**src/rtl/sar_seq_pkg.sv**
```systemverilog
package sar_seq_pkg;

    localparam int RES_W    = 10;
    localparam int NARROW_W = 8;
    localparam int MAX_CH   = 8;
    localparam int CH_W     = $clog2(MAX_CH);
    localparam int FS_W     = 3;
    localparam int SMP_INIT = 2;
    localparam int BI_W     = $clog2(RES_W);
    localparam int BANK_W   = MAX_CH * RES_W;

    typedef enum logic [2:0] {
        PH_IDLE,
        PH_ISMP,
        PH_XFR,
        PH_FSMP,
        PH_RES,
        PH_EOC
    } phase_e;

    typedef struct packed {
        logic            wide;
        logic            eight;
        logic [FS_W-1:0] fs;
    } cfg_t;

    function automatic logic [BI_W-1:0] top_bit(input logic wide);
        return wide ? BI_W'(RES_W - 1) : BI_W'(NARROW_W - 1);
    endfunction

    function automatic logic [RES_W-1:0] msb_code(input logic wide);
        logic [RES_W-1:0] v;
        v = '0;
        v[top_bit(wide)] = 1'b1;
        return v;
    endfunction

    function automatic logic [CH_W-1:0] last_ch(input logic eight);
        return eight ? CH_W'(MAX_CH - 1) : CH_W'(MAX_CH / 2 - 1);
    endfunction

endpackage

```
**src/rtl/sar_timeline.sv**
```systemverilog
module sar_timeline
    import sar_seq_pkg::*;
(
    input  logic            clk,
    input  logic            rst,
    input  logic            ce,
    input  logic            start,
    input  cfg_t            cfg_in,
    output cfg_t            cfg,
    output logic            busy,
    output logic [CH_W-1:0] ch,
    output logic [BI_W-1:0] bi,
    output logic            accept,
    output logic            sar_ld,
    output logic            sar_step,
    output logic            eoc_wr,
    output logic            seq_done
);

    phase_e          phase;
    logic [FS_W-1:0] cnt;

    assign accept   = start && (phase == PH_IDLE);
    assign busy     = (phase != PH_IDLE);
    assign sar_ld   = ce && (phase == PH_FSMP) && (cnt == cfg.fs);
    assign sar_step = ce && (phase == PH_RES);
    assign eoc_wr   = ce && (phase == PH_EOC);
    assign seq_done = eoc_wr && (ch == last_ch(cfg.eight));

    always_ff @(posedge clk) begin
        if (rst) begin
            phase <= PH_IDLE;
            cnt   <= '0;
            ch    <= '0;
            bi    <= '0;
            cfg   <= '0;
        end else if (accept) begin
            phase <= PH_ISMP;
            cnt   <= '0;
            ch    <= '0;
            cfg   <= cfg_in;
        end else if (ce) begin
            case (phase)
                PH_ISMP: begin
                    if (cnt == FS_W'(SMP_INIT - 1)) begin
                        phase <= PH_XFR;
                        cnt   <= '0;
                    end else begin
                        cnt <= cnt + 1'b1;
                    end
                end
                PH_XFR: begin
                    phase <= PH_FSMP;
                    cnt   <= '0;
                end
                PH_FSMP: begin
                    if (cnt == cfg.fs) begin
                        phase <= PH_RES;
                        bi    <= top_bit(cfg.wide);
                    end else begin
                        cnt <= cnt + 1'b1;
                    end
                end
                PH_RES: begin
                    if (bi == '0) phase <= PH_EOC;
                    else          bi    <= bi - 1'b1;
                end
                PH_EOC: begin
                    if (ch == last_ch(cfg.eight)) begin
                        phase <= PH_IDLE;
                    end else begin
                        ch    <= ch + 1'b1;
                        phase <= PH_ISMP;
                        cnt   <= '0;
                    end
                end
                default: phase <= PH_IDLE;
            endcase
        end
    end

    AST_CFG_HELD: assert property (@(posedge clk) disable iff (rst)
        busy |=> $stable(cfg)) else $error("config changed during scan");

    AST_CH_STEP: assert property (@(posedge clk) disable iff (rst)
        (eoc_wr && !seq_done) |=> (ch == $past(ch) + 1'b1)) else $error("channel order");

    AST_BUSY_START: assert property (@(posedge clk) disable iff (rst)
        accept |=> (busy && ch == '0)) else $error("start not taken");

endmodule

```
**src/rtl/sar_register.sv**
```systemverilog
module sar_register
    import sar_seq_pkg::*;
(
    input  logic             clk,
    input  logic             rst,
    input  logic             clr,
    input  logic             ld,
    input  logic             step,
    input  logic [BI_W-1:0]  bi,
    input  logic             cmp_hi,
    input  logic             wide,
    output logic [RES_W-1:0] sar
);

    logic [RES_W-1:0] trial;

    always_comb begin
        trial = sar;
        if (cmp_hi) trial[bi] = 1'b0;
        if (bi != '0) trial[BI_W'(bi - 1'b1)] = 1'b1;
    end

    always_ff @(posedge clk) begin
        if (rst || clr)   sar <= '0;
        else if (ld)      sar <= msb_code(wide);
        else if (step)    sar <= trial;
    end

    AST_MSB_LOAD: assert property (@(posedge clk) disable iff (rst)
        (ld && !clr) |=> (sar == msb_code(wide))) else $error("msb load");

    AST_UPPER_KEPT: assert property (@(posedge clk) disable iff (rst)
        (step && !clr && !ld) |=> (((sar ^ $past(sar)) >> ($past(bi) + 1'b1)) == '0))
        else $error("resolved bits disturbed");

endmodule

```
**src/rtl/sar_result_bank.sv**
```systemverilog
module sar_result_bank
    import sar_seq_pkg::*;
(
    input  logic              clk,
    input  logic              rst,
    input  logic              clr,
    input  logic              wr,
    input  logic              done,
    input  logic              wide,
    input  logic [CH_W-1:0]   ch,
    input  logic [RES_W-1:0]  code,
    output logic [BANK_W-1:0] results,
    output logic [MAX_CH-1:0] ccf,
    output logic              scf
);

    for (genvar g = 0; g < MAX_CH; g++) begin : g_slot
        logic [RES_W-1:0] slot;
        always_ff @(posedge clk) begin
            if (rst) begin
                slot   <= '0;
                ccf[g] <= 1'b0;
            end else if (clr) begin
                ccf[g] <= 1'b0;
            end else if (wr && ch == CH_W'(g)) begin
                slot   <= code;
                ccf[g] <= 1'b1;
            end
        end
        assign results[g*RES_W +: RES_W] = slot;

        AST_NARROW_ZERO: assert property (@(posedge clk) disable iff (rst)
            (wr && !clr && !wide && ch == CH_W'(g)) |=> (slot[RES_W-1:NARROW_W] == '0))
            else $error("8-bit result upper bits");
    end

    always_ff @(posedge clk) begin
        if (rst || clr) scf <= 1'b0;
        else if (done)  scf <= 1'b1;
    end

    AST_FLAGS_RISE: assert property (@(posedge clk) disable iff (rst)
        !clr |=> ((ccf & $past(ccf)) == $past(ccf))) else $error("flag dropped");

    AST_CLR_ALL: assert property (@(posedge clk) disable iff (rst)
        clr |=> (ccf == '0 && !scf)) else $error("flags not cleared");

endmodule

```
**src/rtl/sar_adc_seq.sv**
```systemverilog
module sar_adc_seq
    import sar_seq_pkg::*;
(
    input  logic              clk,
    input  logic              rst,
    input  logic              adc_ce,
    input  logic              start,
    input  logic              cmp_hi,
    input  logic              wide_mode,
    input  logic              eight_ch,
    input  logic [FS_W-1:0]   fs_cfg,
    output logic [RES_W-1:0]  dac_code,
    output logic [CH_W-1:0]   ch_sel,
    output logic              busy,
    output logic [BANK_W-1:0] results,
    output logic [MAX_CH-1:0] ccf,
    output logic              scf
);

    cfg_t            cfg_in, cfg;
    logic [BI_W-1:0] bi;
    logic            accept, sar_ld, sar_step, eoc_wr, seq_done;

    assign cfg_in = '{wide: wide_mode, eight: eight_ch, fs: fs_cfg};

    sar_timeline u_tl (
        .clk      (clk),
        .rst      (rst),
        .ce       (adc_ce),
        .start    (start),
        .cfg_in   (cfg_in),
        .cfg      (cfg),
        .busy     (busy),
        .ch       (ch_sel),
        .bi       (bi),
        .accept   (accept),
        .sar_ld   (sar_ld),
        .sar_step (sar_step),
        .eoc_wr   (eoc_wr),
        .seq_done (seq_done)
    );

    sar_register u_sar (
        .clk    (clk),
        .rst    (rst),
        .clr    (accept),
        .ld     (sar_ld),
        .step   (sar_step),
        .bi     (bi),
        .cmp_hi (cmp_hi),
        .wide   (cfg.wide),
        .sar    (dac_code)
    );

    sar_result_bank u_bank (
        .clk     (clk),
        .rst     (rst),
        .clr     (accept),
        .wr      (eoc_wr),
        .done    (seq_done),
        .wide    (cfg.wide),
        .ch      (ch_sel),
        .code    (dac_code),
        .results (results),
        .ccf     (ccf),
        .scf     (scf)
    );

    AST_SCF_IDLE: assert property (@(posedge clk) disable iff (rst)
        scf |-> !busy) else $error("scan flag while busy");

endmodule

```
**config.mk**
```make
export PLATFORM = sky130hd
export DESIGN_NAME = sar_adc_seq
export DESIGN_NICKNAME = d
export VERILOG_FILES = /design/src/rtl/sar_seq_pkg.sv /design/src/rtl/sar_timeline.sv /design/src/rtl/sar_register.sv /design/src/rtl/sar_result_bank.sv /design/src/rtl/sar_adc_seq.sv
export SDC_FILE = /design/constraint.sdc
export NUM_CORES = 1
export LEC_CHECK = 0
export ABC_CLOCK_PERIOD_IN_PS = 2160
export BUFFER_PORTS_ARGS = -buffer_cell sky130_fd_sc_hd__buf_2
export CAP_MARGIN = 40
export CORE_MARGIN = 2
export CORE_UTILIZATION = 50
export CTS_CLUSTER_DIAMETER = 50
export DETAILED_ROUTE_END_ITERATION = 8
export PLACE_DENSITY = 0.75
export SETUP_SLACK_MARGIN = 0.1
export SLEW_MARGIN = 5
export SYNTH_ARGS = -nofsm -noshare
export SYNTH_HDL_FRONTEND = slang
export SYNTH_SLANG_ARGS = --single-unit
```
**constraint.sdc**
```tcl
create_clock -name clk -period 2.16 [get_ports clk]
set_input_delay 0.108 -clock clk [delete_from_list [all_inputs] [get_ports clk]]
set_output_delay 0.108 -clock clk [all_outputs]
set_load 0.01 [all_outputs]
```
Word-level counts from Yosys, hierarchy flattened
Index checks and enable logic that the tools add are counted.

Bits in registers: 117. Logic and storage cells: 131.

$add $sub $neg: 3. $lt $le $gt $ge: 6. Equal/unequal tests: 24. Muxes and demuxes: 26. Bitwise operators: 5. Reduce and logical (&&, ||, !) cells: 41.

Operator list (number): 2-to-1 mux 10 bit (4); 2-to-1 mux 3 bit (7); == test 3 bit, second input constant (6); logical AND 1 bit (17); AND reduction 2 bit (8); < comparator 4 x 5 -> 1 bit, second input constant (3); case mux 3 bit (5 select lines) (1); demux 1 bit (select 4 bit) (3); == test 3 x 2 -> 1 bit, second input constant (4); >= comparator 4 x 1 -> 1 bit, second input constant (3); 2-to-1 mux 4 bit (3); case mux 3 bit (4 select lines) (1); AND reduction 4 bit (3); bitwise AND 10 bit (1); != test 2 bit, second input constant (5); NOT 10 bit (1); bitwise OR 10 bit (1); == test 3 x 1 -> 1 bit, second input constant (3); case mux 4 bit (2 select lines) (1); nonzero test 4 bit (2); adder 3 x 1 -> 3 bit, second input constant (2); == test 3 bit (2); zero test 3 bit (2); 2-to-1 mux 1 bit (6); other kinds (12) (16).

Longest topological paths before layout
Depth in word-level cells: 11. Depth in mapped cells: 7. Mapped depth without buffers: 7.

Modules after synthesis
A second synthesis with hierarchy kept.

Cell total of the unflattened synthesis: 516. Area total of the unflattened synthesis: 5139.9 um2.

By module, submodules not included: sar_result_bank (times used 1, cells each 321, area an instance 3494.6 um2, seq. area each 1781.7 um2); sar_timeline (times used 1, cells each 134, area an instance 1144.8 um2, seq. area each 360.3 um2); sar_register (times used 1, cells each 61, area an instance 500.5 um2, seq. area each 200.2 um2).

Worst setup path before layout
Ideal clock, no wire load.

Kind: reg-to-reg. From: reg u_tl.bi[0]. To: reg u_tl.phase[0]. Setup time: 0.134 ns. Arrival time: 1.559 ns. Required time: 2.026 ns. Slack: 0.467 ns. Cell stages (with the launch flop): 8. Path buffers: 0. Period minus slack after synthesis: 1.693 ns. Cells stage by stage: dfxtp_1 inv_1 ha_1 or3b_1 a22oi_1 o21ai_1 a211oi_1 a211oi_1.

Cells in the longest elaborated chain, start to end: 3.

Ends and longest elaborated chain: from (decl) (line sar_timeline.sv:12) `output logic [BI_W-1:0] bi,`; from (signal assigned) (line sar_timeline.sv:59) `bi <= top_bit(cfg.wide);`; from (signal assigned) (line sar_timeline.sv:66) `else bi <= bi - 1'b1;`; zero test 4 bit (line sar_timeline.sv:65) `if (bi == '0) phase <= PH_EOC;`; != test 3 x 2 -> 1 bit (no source line); AND reduction 4 bit (no source line); to (signal assigned) (line sar_timeline.sv:65); to (signal assigned) (line sar_timeline.sv:70) `phase <= PH_IDLE;`; to (signal assigned) (line sar_timeline.sv:73) `phase <= PH_ISMP;`; to (decl) (line sar_timeline.sv:20) `phase_e phase;`.

No other way between the ends. A chain may end at the register's enable or synchronous reset.

Worst setup path in the final report
Ends and elaborated chain as after synthesis.

==> results.md <==
* Outcome: finished, final reports clean
* Routability congestion estimate at between 0.9 and 1
* Worst EP arrival at between 2 and 2.5 ns
* M1 GR Usage at 32.8%
* Seq/Total Area, Yosys at about half
* Count of cell types in the netlist at 54
* Max H-tree Level at 4
* Fin. Hold Viols at 0
* First-pass GRT wire length at about 21 mm
* CTS clk-pin slew, worst paths at around 0.060 ns
* Setup TNS Final at 0 ns
* DRC viols at 0
* Worst Path Class, Setup: reg -> reg
* Cell with the most instances after synthesis: nand2_1
* N_diodes at 0
* Dpl hpwl at 8.96 mm
* Critical Path Max Stage Delay at around 0.41 ns
* Post-layout minimum cycle time at around 1.9 ns
* Area leader, netlist: dfxtp_1
* Worst EP required at 2.53 ns
* Die footprint at approximately 11000 µm²
* Initial Utilization at 52.0%
* WL final at about 13 mm
* I/O Buffers at roughly 110
* Nets at around 740
* M2 GR Usage at between 40% and 50%
* CTS Root Cell: clkbuf_8
* Largest net degree at the start of global routing at 54
* Max stage delay cell, worst path: or3b_1
* DRT antenna net count at 0
* Clock sink total at around 120
* Critical Path Most Common Cell: a211oi_1
* Top cell type's share of synthesized area at between 40% and 50%
* FP Rows at 35
* Gr busiest metal: met2
* Drt pass-1 iters at 5
* Synth cell count leaders: nand2_1 (183), dfxtp_1 (117), a21oi_1 (98)
* Die Span X at 102 µm
* Async set-reset flop share out of synthesis at 0%
* Place WS at 0.221 ns
* Peak VDD IR at roughly 0.59 mV
* Worst skew pair latency at 0.52 ns
* CP max FO at 7
* Tightest Pin Transition at 0.632 ns
* Critical path, cell by cell: inv_1 > ha_1 > or3b_1 > a22oi_2 > o21ai_1 > a211oi_1 > a211oi_1
* Setup ws final at 0.257 ns
* GR Overflow Total at 0
* CTS max path bufs at 2
* Slew margin rel. at ~58%
* Leading register cell type out of synthesis: dfxtp_1
* Worst Setup End Kind: flip-flop
* Num ports at between 100 and 150
* Avg Vias per Cell at about 5.4
* Max-slew violation count at 0
* Clock buffer count from CTS at 17
* RSZ-0062 raised after global routing: true
* Syn Nets at roughly 630
* Mean post-synth cell area at 7.96 µm²
* Synth Register Bits at 117
* DRT iter0 DRCs at between 200 and 300
* Finished Core Util at about two thirds
* Post-synth EDFFs at 0
* Hold/Removal Path Class: in -> reg
* Cell count after synthesis at slightly above 600
* Drt wl/cell at 15.7 µm
* Max frequency at ~0.53 GHz
* Layout cells sized above 1 at between 20% and 30%
* M3 GR Usage at under 10%
* Synthesized area at 4850 µm²
* Core area at 9330 µm²
* Antenna violations before repair at 0
* Cells after DPL at between 800 and 900
* Leak at roughly 2.5 nW
* Worst Setup Start Kind: flip-flop
* Vias in the first global route at ~4300
* Synth Warn # at 0
* Max_cap viols at 0
* Final setup viols at 0
* Die H at approximately 100 µm
* GRT Total Usage at about a quarter
* Synthesis-to-finish area growth at 25.8%
* Count of non-filler cells in the finished layout at 854
* CTS tree: built
* Vias at 4589
* Synth top area cells: dfxtp_1 (48%), nand2_1 (14%), a21oi_1 (10%), ha_1 (3.6%), nor2_1 (2.4%)
* Clock Skews at around 0.012 ns
* Final worst-path cycle share at 88.1%
* Power per Cell Area at approximately 850 nW/µm²
## path summary, 6_finish.rpt
path,from,end,slack [ns],depth (start not counted)
worst max-delay path,u_tl.bi[0],u_tl.phase[0],0.26,7
worst min register to register,u_bank.g_slot[7].slot[3],u_bank.g_slot[7].slot[3],0.45,2
worst max register to register,u_tl.bi[0],u_tl.phase[0],0.26,7
worst min-delay path,start,u_tl.cfg[1],0.007,4
## routing by layer
layer	up-vias	wire length, µm	share of wire (%)
met5	-	0	0
met3	33	906	6.8
met1	2130	5620	42
li1	2251	-	-
met4	0	298	2.2
met2	175	6550	49
## cell type report
cell class / count / area, µm²
repair buffers: 129 / 706
clock buffers: 17 / 414
clock inverters: 15 / 170
inverters: 8 / 30.0
multi-input cells: 439 / 2280
flip-flops and latches: 117 / 2340
fillers: 804 / 3230
well taps: 129 / 161
## kinds of logic after synthesis
logic type | Yosys count | share of synthesized area [%]
and+or+nand+nor | 281 | 25.9
AOI/OAI and AO/OA | 137 | 15.8
DFF | 117 | 48.3
buffers and inverters | 53 | 4.93
adders and majority gates | 14 | 3.61
xor gates and xnor gates | 6 | 1.24
muxes | 1 | 0.206
## what timing repair did
| action | 4_1_cts | 5_1_grt |
|---|---|---|
| setup buffers | 0 | 0 |
| hold buffers | 7 | 0 |
| resized for setup | 0 | 2 |
| endpoints found under the hold margin | 8 | 0 |
| endpoints found under the setup margin | 0 | 4 |
## registers in the layout (all words and copies together) (netlist names)
register,flops
u_bank.g_slot.slot,80
u_sar.sar,10
u_bank.ccf,8
u_tl.cfg,5
u_tl.bi,4
u_tl.ch,3
u_tl.cnt,3
u_tl.phase,3
u_bank.scf,1
## report_power, final
| group | switching (mW) | internal (mW) |
|---|---|---|
| clock | 1.10 | 1.67 |
| sequential | 0.0234 | 2.17 |
| combinational | 0.137 | 0.0771 |
| total | 1.26 | 3.93 |
## layout by cell type, fill, tap and decap left out, drive strengths merged, types with 3 or more instances in the layout
master	n
buf	122
a31oi	5
nor3	6
dlygate4sd3	7
nand2	188
inv	15
o31ai	5
nand4b	3
and2	5
clkinv	5
a21oi	98
nor2	32
o21ai	11
xnor2	6
dfxtp	117
and3	7
a32oi	3
nor2b	4
nand2b	3
ha	14
nand3	18
clkbuf	17
a211oi	4
## metrics by stage
step | power [mW] | hold WS [ns] | area (µm²)
4_1_cts | 5.19 | 0.00425 | 6090
5_1_grt | 5.33 | 0.0516 | 6100
3_5_place_dp | 2.44 | 0.359 | 5440
6_report | 5.18 | 0.00692 | 6100
3_3_place_gp | 2.43 | 0.348 | 5440
2_1_floorplan | 2.38 | 0.244 | 4850
## worst max-delay path, delay by kind of cell, from the launching register on
kind | cells | cell delay, ns
flops | 1 | 0.38
buf+inv | 1 | 0.16
compound gates | 4 | 0.63
fa+ha+maj | 1 | 0.18
simple gates | 1 | 0.41
No activity file was read; power rests on OpenSTA's default activity.
